File: src/rtl/far_fault_pkg.sv
package far_fault_pkg;
  localparam int unsigned FAULT_ONES = 84;  // ones in one fault pattern
  localparam int unsigned FAULT_HITS = 3;   // back-to-back detections needed

  typedef enum logic {
    GEN_PASS = 1'b0,
    GEN_FILL = 1'b1
  } gen_mode_e;
endpackage

File: src/rtl/ff_run_detector.sv
module ff_run_detector #(
  parameter int unsigned ONES_LEN = 84
) (
  input  logic clk,
  input  logic rst,
  input  logic en,
  input  logic rx_bit,
  output logic hit
);
  localparam int unsigned CW = $clog2(ONES_LEN + 2);
  localparam logic [CW-1:0] FULL = CW'(ONES_LEN);
  localparam logic [CW-1:0] OVER = CW'(ONES_LEN + 1);

  logic [CW-1:0] run_q;

  // Saturating run counter: OVER marks a run that is too long.
  always_ff @(posedge clk) begin
    if (rst || !en) begin
      run_q <= '0;
    end else if (!rx_bit) begin
      run_q <= '0;
    end else if (run_q != OVER) begin
      run_q <= run_q + CW'(1);
    end
  end

  assign hit = en && !rx_bit && (run_q == FULL);

  // the run counter never passes its saturation value
  p_run_bounded_r3: assert property (@(posedge clk) disable iff (rst)
    run_q <= OVER);

  // a detection is always closed by a zero after at least one one
  p_hit_after_one_r1: assert property (@(posedge clk) disable iff (rst)
    hit |-> (!rx_bit && $past(rx_bit)));
endmodule

File: src/rtl/ff_hit_tracker.sv
module ff_hit_tracker #(
  parameter int unsigned HITS    = 3,
  parameter int unsigned PAT_LEN = 85
) (
  input  logic clk,
  input  logic rst,
  input  logic en,
  input  logic hit,
  input  logic rd,
  output logic fault
);
  localparam int unsigned CNTW = $clog2(HITS + 1);
  localparam int unsigned GW   = $clog2(PAT_LEN + 1);
  localparam logic [CNTW-1:0] CNT_TOP  = CNTW'(HITS);
  localparam logic [CNTW-1:0] CNT_LAST = CNTW'(HITS - 1);
  localparam logic [GW-1:0]   GAP_END  = GW'(PAT_LEN - 1);

  logic [CNTW-1:0] cnt_q;
  logic [GW-1:0]   gap_q;
  logic            fault_q;

  always_ff @(posedge clk) begin
    if (rst || !en) begin
      cnt_q   <= '0;
      gap_q   <= '0;
      fault_q <= 1'b0;
    end else begin
      if (hit) begin
        gap_q <= '0;
        if (cnt_q != CNT_TOP) cnt_q <= cnt_q + CNTW'(1);
      end else if (cnt_q != '0) begin
        if (gap_q == GAP_END) begin
          cnt_q <= '0;
          gap_q <= '0;
        end else begin
          gap_q <= gap_q + GW'(1);
        end
      end
      // set outranks the read strobe
      if (hit && (cnt_q >= CNT_LAST)) fault_q <= 1'b1;
      else if (rd)                    fault_q <= 1'b0;
    end
  end

  assign fault = fault_q;

  // occurrence count stays within its limit
  p_cnt_bound_r2: assert property (@(posedge clk) disable iff (rst)
    cnt_q <= CNT_TOP);

  // the flag only rises right after a detection
  p_set_needs_hit_r2: assert property (@(posedge clk) disable iff (rst)
    $rose(fault_q) |-> $past(hit));

  // a read without a detection clears the flag
  p_read_clears_r5: assert property (@(posedge clk) disable iff (rst)
    (rd && !hit && en) |=> !fault_q);

  // fiber mode off drops the flag
  p_off_clears_r8: assert property (@(posedge clk) disable iff (rst)
    !en |=> !fault_q);
endmodule

File: src/rtl/ff_fault_gen.sv
module ff_fault_gen
  import far_fault_pkg::*;
#(
  parameter int unsigned ONES_LEN = 84
) (
  input  logic clk,
  input  logic rst,
  input  logic en,
  input  logic link_ok,
  input  logic tx_in,
  output logic tx_out
);
  localparam int unsigned PW = $clog2(ONES_LEN + 1);
  localparam logic [PW-1:0] LAST = PW'(ONES_LEN);

  gen_mode_e     mode_q;
  logic [PW-1:0] pos_q;

  always_ff @(posedge clk) begin
    if (rst || !en) begin
      mode_q <= GEN_PASS;
      pos_q  <= '0;
    end else if (mode_q == GEN_PASS) begin
      if (!link_ok) begin
        mode_q <= GEN_FILL;
        pos_q  <= '0;
      end
    end else if (pos_q == LAST) begin
      pos_q <= '0;
      if (link_ok) mode_q <= GEN_PASS;
    end else begin
      pos_q <= pos_q + PW'(1);
    end
  end

  assign tx_out = (en && mode_q == GEN_FILL) ? (pos_q != LAST) : tx_in;

  // link loss starts the pattern stream in the next cycle
  p_start_on_loss_r6: assert property (@(posedge clk) disable iff (rst)
    (en && !link_ok && mode_q == GEN_PASS) |=> (mode_q == GEN_FILL));

  // a pattern in flight is never cut short while enabled
  p_finish_pattern_r7: assert property (@(posedge clk) disable iff (rst)
    (en && mode_q == GEN_FILL && pos_q != LAST) |=> (mode_q == GEN_FILL));

  // transmit passes through whenever fiber mode is off
  p_pass_off_r8: assert property (@(posedge clk) disable iff (rst)
    !en |-> (tx_out == tx_in));
endmodule

File: src/rtl/far_fault_unit.sv
module far_fault_unit #(
  parameter int unsigned ONES_LEN = far_fault_pkg::FAULT_ONES,
  parameter int unsigned HITS     = far_fault_pkg::FAULT_HITS
) (
  input  logic clk,
  input  logic rst,
  input  logic fiber_en,
  input  logic rx_link_ok,
  input  logic rx_bit,
  input  logic tx_bit_in,
  input  logic stat_rd,
  output logic tx_bit_out,
  output logic remote_fault
);
  localparam int unsigned PAT_LEN = ONES_LEN + 1;

  logic det_hit;

  ff_run_detector #(.ONES_LEN(ONES_LEN)) u_det (
    .clk    (clk),
    .rst    (rst),
    .en     (fiber_en),
    .rx_bit (rx_bit),
    .hit    (det_hit)
  );

  ff_hit_tracker #(.HITS(HITS), .PAT_LEN(PAT_LEN)) u_trk (
    .clk   (clk),
    .rst   (rst),
    .en    (fiber_en),
    .hit   (det_hit),
    .rd    (stat_rd),
    .fault (remote_fault)
  );

  ff_fault_gen #(.ONES_LEN(ONES_LEN)) u_gen (
    .clk     (clk),
    .rst     (rst),
    .en      (fiber_en),
    .link_ok (rx_link_ok),
    .tx_in   (tx_bit_in),
    .tx_out  (tx_bit_out)
  );

  // the flag never rises out of fiber mode
  p_rise_in_fiber_r2: assert property (@(posedge clk) disable iff (rst)
    $rose(remote_fault) |-> $past(fiber_en));
endmodule

File: config.mk
export PLATFORM = sky130hd
export DESIGN_NAME = far_fault_unit
export DESIGN_NICKNAME = d
export VERILOG_FILES = /design/src/rtl/far_fault_pkg.sv /design/src/rtl/ff_run_detector.sv /design/src/rtl/ff_hit_tracker.sv /design/src/rtl/ff_fault_gen.sv /design/src/rtl/far_fault_unit.sv
export SDC_FILE = /design/constraint.sdc
export NUM_CORES = 1
export LEC_CHECK = 0
export BUFFER_PORTS_ARGS = -buffer_cell sky130_fd_sc_hd__buf_2
export CAP_MARGIN = 5
export CORE_MARGIN = 3
export CORE_UTILIZATION = 40
export DETAILED_ROUTE_END_ITERATION = 12
export MAX_ROUTING_LAYER = met4
export PLACE_DENSITY = 0.7
export SYNTH_ARGS = -nofsm -noshare
export SYNTH_HDL_FRONTEND = slang
export SYNTH_SLANG_ARGS = --single-unit
File: constraint.sdc
create_clock -name clk -period 1.4 [get_ports clk]
set_input_delay 0.14 -clock clk [delete_from_list [all_inputs] [get_ports clk]]
set_output_delay 0.14 -clock clk [all_outputs]
set_load 0.01 [all_outputs]
==> run metrics, run 1 <==
Yosys top cell area share 37.6%; FP Rows 20; most area-consuming cells after synthesis dfxtp_1 (38%), ha_1 (9.4%), nand3_1 (5.3%); proportion of synthesized flip-flops having asynchronous set or reset 0%; run status finished, violations left; crit end category output port; Worst-Skew Late Latency 0.32 ns; vias in the first global route 1205; Die Footprint 4050 µm²; cell with the largest stage delay on the worst path dfxtp_2; count of unresolved DRC violations after routing 0; post-layout min period 1.51 ns; total number of vias 1194; hold violation count in the final report 0; I/O pin count 9; number of sinks driven by the clock tree 25; unrepaired setup endpoints after global routing yes; Worst EP arrival 1.37 ns; maximum achievable frequency 663 MHz; Die Span Y 63.7 µm; highest net fanout along the worst path 2; number of distinct library cell variants in the gate-level netlist after synthesis 35; R2R Path End u_trk.cnt_q[1]; number of input and output port buffers inserted 8; TritonCTS Buffers 3; Util after Layout 56.9%; cell leakage power 0.655 nW; detailed-router iteration count before antenna repair 5; Post-synth EDFFs 0; Synth Flop Type dfxtp_1; cell breakdown of the critical path inv_2 > ha_4 > nand2_4 > buf_6 > nor3_2 > nor2_1 > buf_2; nets 208; Least-Margin Pin Slew 0.326 ns; count of synthesis-stage warnings from yosys 0; largest stage delay on the critical path 0.35 ns; clock-pin slew on the worst setup and hold paths 0.13 ns; fin. max-slew vios 0; area of all sequential standard cells 512 µm²; floorplan core area 3100 µm²; Inst Count DP 223; layout cell share with drive strength beyond 1 37.4%; library cell with the largest summed area after synthesis dfxtp_1; worst endpoint required time 1.26 ns; reported max-cap violation count 0; violation count after the first detailed-routing iteration 32; Syn-to-layout area delta 32.7%; register area share after synthesis 37.6%; fillers 286; launching element type of the critical path flop; post-route clock skew 0.00611 ns; HPWL after DPL 2050 µm; clock tree from TritonCTS built; via count normalized by instance count 5.10; Mapped Area 1330 µm²; average wire per cell in the routed design 12.7 µm; pre-CTS worst setup slack -0.0156 ns; Clock Path Buffers 2; cell area power density 644 nW/µm²; syn nets 172; width of the chip 63.7 µm; CTS root buffer clkbuf_4; wire length reported by the detailed router 2970 µm; type of the worst min-delay path in2reg; number of failing setup endpoints in the final timing report 4; Seq cells post-synth 25; final cell count without fillers 234; Post-Syn Instances 155; area of the multi-input gates 892 µm²; initial standard-cell utilization of the core 42.9%; critical path start-end classification reg2out; Cells on Worst Hold Path 3; per-instance average area after synthesis 8.58 µm²; Routability Congestion 0.866; antenna diode count 0; hold path startpoint stat_rd; hold slack final 0.0850 ns; remaining global-route overflow 0; number of antenna violations at the first check in global routing 0; worst flop-to-flop path startpoint u_det.run_q[3]; number of cell instances on the worst register-to-register path 4; maximum number of pins on one net before global-route repair 15; period utilisation layout 108%; global routing usage summed across all routing layers 15.9%; worst hold path endpoint u_trk.fault; maximum level of the CTS H-tree 1; fin worst setup slack -0.109 ns; violations in the final reports negative setup slack; reg-to-reg setup timing slack -0.05 ns; first-pass GRT wire length 5060 µm; highest ir drop seen on vdd 316 µV; Total Power Consumption 1.14 mW; Slew HR 78.2%; Antenna Nets Post-Route 0
[registers in the layout, indices dropped and copies added, names as in the netlist]
| signal | count |
|---|---|
| u_trk.gap_q | 7 |
| u_det.run_q | 7 |
| u_gen.pos_q | 7 |
| u_gen.mode_q | 1 |
| u_trk.cnt_q | 2 |
| u_trk.fault | 1 |
[how the worst max path moves through the flow]
stage,cells past startpoint,startpoint,end
after floorplan,4,u_det.run_q[3],u_trk.cnt_q[1]
after global placement,4,u_det.run_q[3],u_trk.cnt_q[1]
after detailed placement,5,u_trk.cnt_q[0],u_trk.cnt_q[1]
after CTS,7,u_gen.pos_q[0],tx_bit_out
after global routing,7,u_gen.pos_q[1],tx_bit_out
final,7,u_gen.pos_q[1],tx_bit_out
[area by class of cell]
| class | instances | share of cell area (%) |
|---|---|---|
| clock inverters | 1 | 0.283 |
| repair buffers | 34 | 13.9 |
| clock buffers | 3 | 1.28 |
| inverters | 9 | 1.91 |
| multi-input cells | 118 | 50.5 |
| flip-flops and latches | 25 | 29.0 |
| well taps | 44 | 3.12 |
[through the flow]
step | instance area (µm²) | setup TNS [ns]
4_1_cts | 1680 | -0.155
3_3_place_gp | 1570 | 0
6_report | 1770 | -0.178
2_1_floorplan | 1340 | 0
5_1_grt | 1770 | -0.760
3_5_place_dp | 1570 | -0.0230
[Yosys cell counts (4+ instances only)]
cell type	number
dfxtp_1	25
nor2_1	15
nand3_1	14
nand2_1	11
ha_1	10
inv_1	9
a21oi_1	8
xor2_1	7
nor2b_1	5
o21ai_0	5
nand4_1	4
nor3_1	4
xnor2_1	4
[critical path: cells and delay by family (launching register included)]
family,cells,cell delay [ns]
flops,1,0.35
buf+inv,3,0.33
simple gates,3,0.24
fa+ha+maj,1,0.13
[report_power, final]
| group | total, mW | internal (mW) | leakage, nW | switching, mW |
|---|---|---|---|---|
| clock network | 0.329 | 0.107 | 0.0177 | 0.222 |
| logic | 0.0891 | 0.0402 | 0.431 | 0.0489 |
| registers | 0.718 | 0.715 | 0.206 | 0.00298 |
[kinds of logic after synthesis]
logic type                 after synthesis  share of synthesized area [%]
xor gates and xnor gates                11                           7.24
and+or+nand+nor                         75                           31.2
adders and majority gates               10                           9.41
DFF                                     25                           37.6
buffers and inverters                   12                           3.48
AOI/OAI and AO/OA                       20                           9.50
muxes                                    2                           1.51
[cells in the final DEF, fill, tap and decap left out, types with 2 or more instances in the layout]
cell type / Yosys / layout
ha_4: 0 / 2
nand4b_1: 2 / 2
nand4_1: 4 / 4
a21oi_1: 8 / 8
nor3_1: 4 / 3
nand2_2: 0 / 2
buf_2: 1 / 8
inv_1: 9 / 7
nor2b_1: 5 / 4
o21ai_0: 5 / 5
nand2_1: 11 / 8
and2_1: 3 / 3
or3_1: 2 / 2
nor3b_1: 2 / 2
xor2_1: 7 / 6
and3_1: 3 / 2
ha_1: 10 / 6
buf_6: 0 / 2
mux2i_1: 2 / 2
xnor2_1: 4 / 4
clkbuf_4: 0 / 3
nand3_1: 14 / 13
nor2_1: 15 / 12
nor2_2: 0 / 2
buf_4: 0 / 23
ha_2: 0 / 2
inv_2: 0 / 2
dfxtp_2: 0 / 9
nand2b_1: 2 / 2
dfxtp_1: 25 / 16
[metal layers]
metal  global-route usage, %  part of all wire [%]  up-vias
met5                       -                     0        -
met2                    27.6                    51       24
li1                        -                     -      603
met4                    4.85                   1.5        0
met1                    18.4                    44      561
met3                    2.85                   3.4        6
[timing repair]
action	CTS	global route
hold buffers	1	0
gates resized for setup	16	20
endpoints found under the setup margin	6	14
endpoints found under the hold margin	1	0
pin swaps	3	10
setup buffers	3	3
Power figures use the tool's default switching activity.
==> run 2: changes to the inputs <==
--- a/config.mk
+++ b/config.mk
@@ -8,10 +8,11 @@
 export BUFFER_PORTS_ARGS = -buffer_cell sky130_fd_sc_hd__buf_2
 export CAP_MARGIN = 5
 export CORE_MARGIN = 3
-export CORE_UTILIZATION = 40
+export CORE_UTILIZATION = 35
 export DETAILED_ROUTE_END_ITERATION = 12
+export GPL_ROUTABILITY_DRIVEN = 0
 export MAX_ROUTING_LAYER = met4
-export PLACE_DENSITY = 0.7
+export PLACE_DENSITY = 0.64
 export SYNTH_ARGS = -nofsm -noshare
 export SYNTH_HDL_FRONTEND = slang
 export SYNTH_SLANG_ARGS = --single-unit
==> run 2 against run 1 <==
The flow still finishes with violations (negative setup slack). Worst setup slack improved by 0.051 ns. Wire length is 0.94% lower. Worst hold slack worse by 0.012 ns. Critical path type unchanged. Largest power group unchanged. Highest routed layer unchanged.
==> run metrics, run 2 (same netlist as run 1, synthesis figures left out) <==
Inst Count DP 223; Least-Margin Pin Slew 0.442 ns; area of all sequential standard cells 510 µm²; largest stage delay on the critical path 0.36 ns; hold slack final 0.0735 ns; most frequent cells in the layout buf_4 (19), dfxtp_1 (17), nand3_1 (13); clock tree from TritonCTS built; final cell count without fillers 232; CTS root buffer clkbuf_8; HPWL after DPL 2130 µm; critical path start-end classification reg2out; clock-pin slew on the worst setup and hold paths 0.09 ns; Placement Cell Area 1550 µm²; width of the chip 67.6 µm; Die Span Y 67.6 µm; Worst EP arrival 1.32 ns; number of sinks driven by the clock tree 25; routed length on met1 1400 µm; number of failing setup endpoints in the final timing report 6; post-layout min period 1.46 ns; vias in the first global route 1135; fin. max-slew vios 0; Util after Layout 50.5%; type of the worst min-delay path in2reg; detailed-router iteration count before antenna repair 4; Die Footprint 4580 µm²; Clock Path Buffers 2; period utilisation layout 104%; Slew HR 70.5%; area of the multi-input gates 900 µm²; cell with the largest stage delay on the worst path dfxtp_2; cell area power density 695 nW/µm²; fillers 310; most common cell after layout, fill and taps aside buf_4; highest net fanout along the worst path 3; remaining global-route overflow 0; final standard cell area without fillers 1760 µm²; total number of vias 1149; maximum number of pins on one net before global-route repair 15; violation count after the first detailed-routing iteration 31; wire length reported by the detailed router 2940 µm; met2 WL 1450 µm; global routing usage summed across all routing layers 14.1%; Syn-to-layout area delta 32.6%; first-pass GRT wire length 4840 µm; biggest regs u_det.run_q: 7 flops, u_gen.pos_q: 7 flops, u_trk.gap_q: 7 flops; maximum level of the CTS H-tree 1; post-route clock skew 0.00205 ns; I/O pin count 9; floorplan core area 3490 µm²; Total Power Consumption 1.23 mW; nets 204; initial standard-cell utilization of the core 38.1%; worst endpoint required time 1.26 ns; reported max-cap violation count 0; cell leakage power 0.660 nW; unrepaired setup endpoints after global routing yes; average wire per cell in the routed design 12.7 µm; layout cell share with drive strength beyond 1 35.5%; hold bufs inserted after CTS 0; cell breakdown of the critical path inv_2 > ha_4 > nand2_2 > buf_6 > nor3_4 > nor2_1 > buf_2; via count normalized by instance count 4.95; antenna diode count 0; maximum achievable frequency 686 MHz; Worst-Skew Late Latency 0.27 ns; number of input and output port buffers inserted 8; fin worst setup slack -0.0579 ns; met3 wirelength from detailed routing 76 µm; violations in the final reports negative setup slack; FP Rows 21; run status finished, violations left; TritonCTS Buffers 3; number of antenna violations at the first check in global routing 0; count of unresolved DRC violations after routing 0; launching element type of the critical path flop; uppermost layer routed met4; highest ir drop seen on vdd 490 µV; hold violation count in the final report 0; Antenna Nets Post-Route 0; crit end category output port
[run 2: cell types whose count changed in the layout (fill, tap and decap cells not counted), moves of 2 or more]
cell,previous run,this run
clkbuf_4,3,0
ha_1,6,8
buf_4,23,19
ha_2,2,0
clkbuf_8,0,3
[run 2: worst paths after layout]
check,from,end,slack (ns),cells after the start
setup / recovery,u_gen.pos_q[1],tx_bit_out,-0.06,7
hold / removal,rx_link_ok,u_gen.mode_q,0.07,2
setup reg to reg,u_det.run_q[3],u_trk.cnt_q[1],-0.04,4
hold reg to reg,u_trk.fault,u_trk.fault,0.48,2
[run 2: layout make-up]
type / instances / area share, %
Clock inverter: 1 / 0.284
Sequential cell: 25 / 28.9
Tap cell: 46 / 3.26
Clock buffer: 3 / 2.34
Multi-Input combinational cell: 118 / 51.0
Inverter: 9 / 1.91
Timing Repair Buffer: 30 / 12.3
[run 2: layer usage]
layer	global-route usage, %	vias up
met3	2.16	2
met1	17.3	536
met2	23.0	12
li1	-	599
met5	-	-
met4	5.57	0
[run 2: stage by stage]
step	TNS, ns	setup slack, ns
after floorplan	0	0.0112
final	-0.132	-0.0579
after global routing	-0.689	-0.106
after CTS	-0.116	-0.0640
after global placement	-0.0167	-0.0167
after detailed placement	-0.0300	-0.0260
[run 2: worst max-delay path: cells and delay by family, from the launching register on]
| kind | cells | cell delay [ns] |
|---|---|---|
| buf+inv | 3 | 0.32 |
| fa+ha+maj | 1 | 0.15 |
| flops | 1 | 0.36 |
| simple gates | 3 | 0.23 |
[run 2: power breakdown]
part           total, mW  internal, mW  switching, mW
registers          0.719         0.714        0.00464
logic             0.0792        0.0348         0.0443
clock network      0.427         0.199          0.228
total               1.23         0.948          0.277
[run 2: what timing repair did]
item                                    4_1_cts  5_1_grt
resized for setup                            11       24
buffers inserted                              2        3
endpoints found under the setup margin        4       14
pin swaps                                     1       11
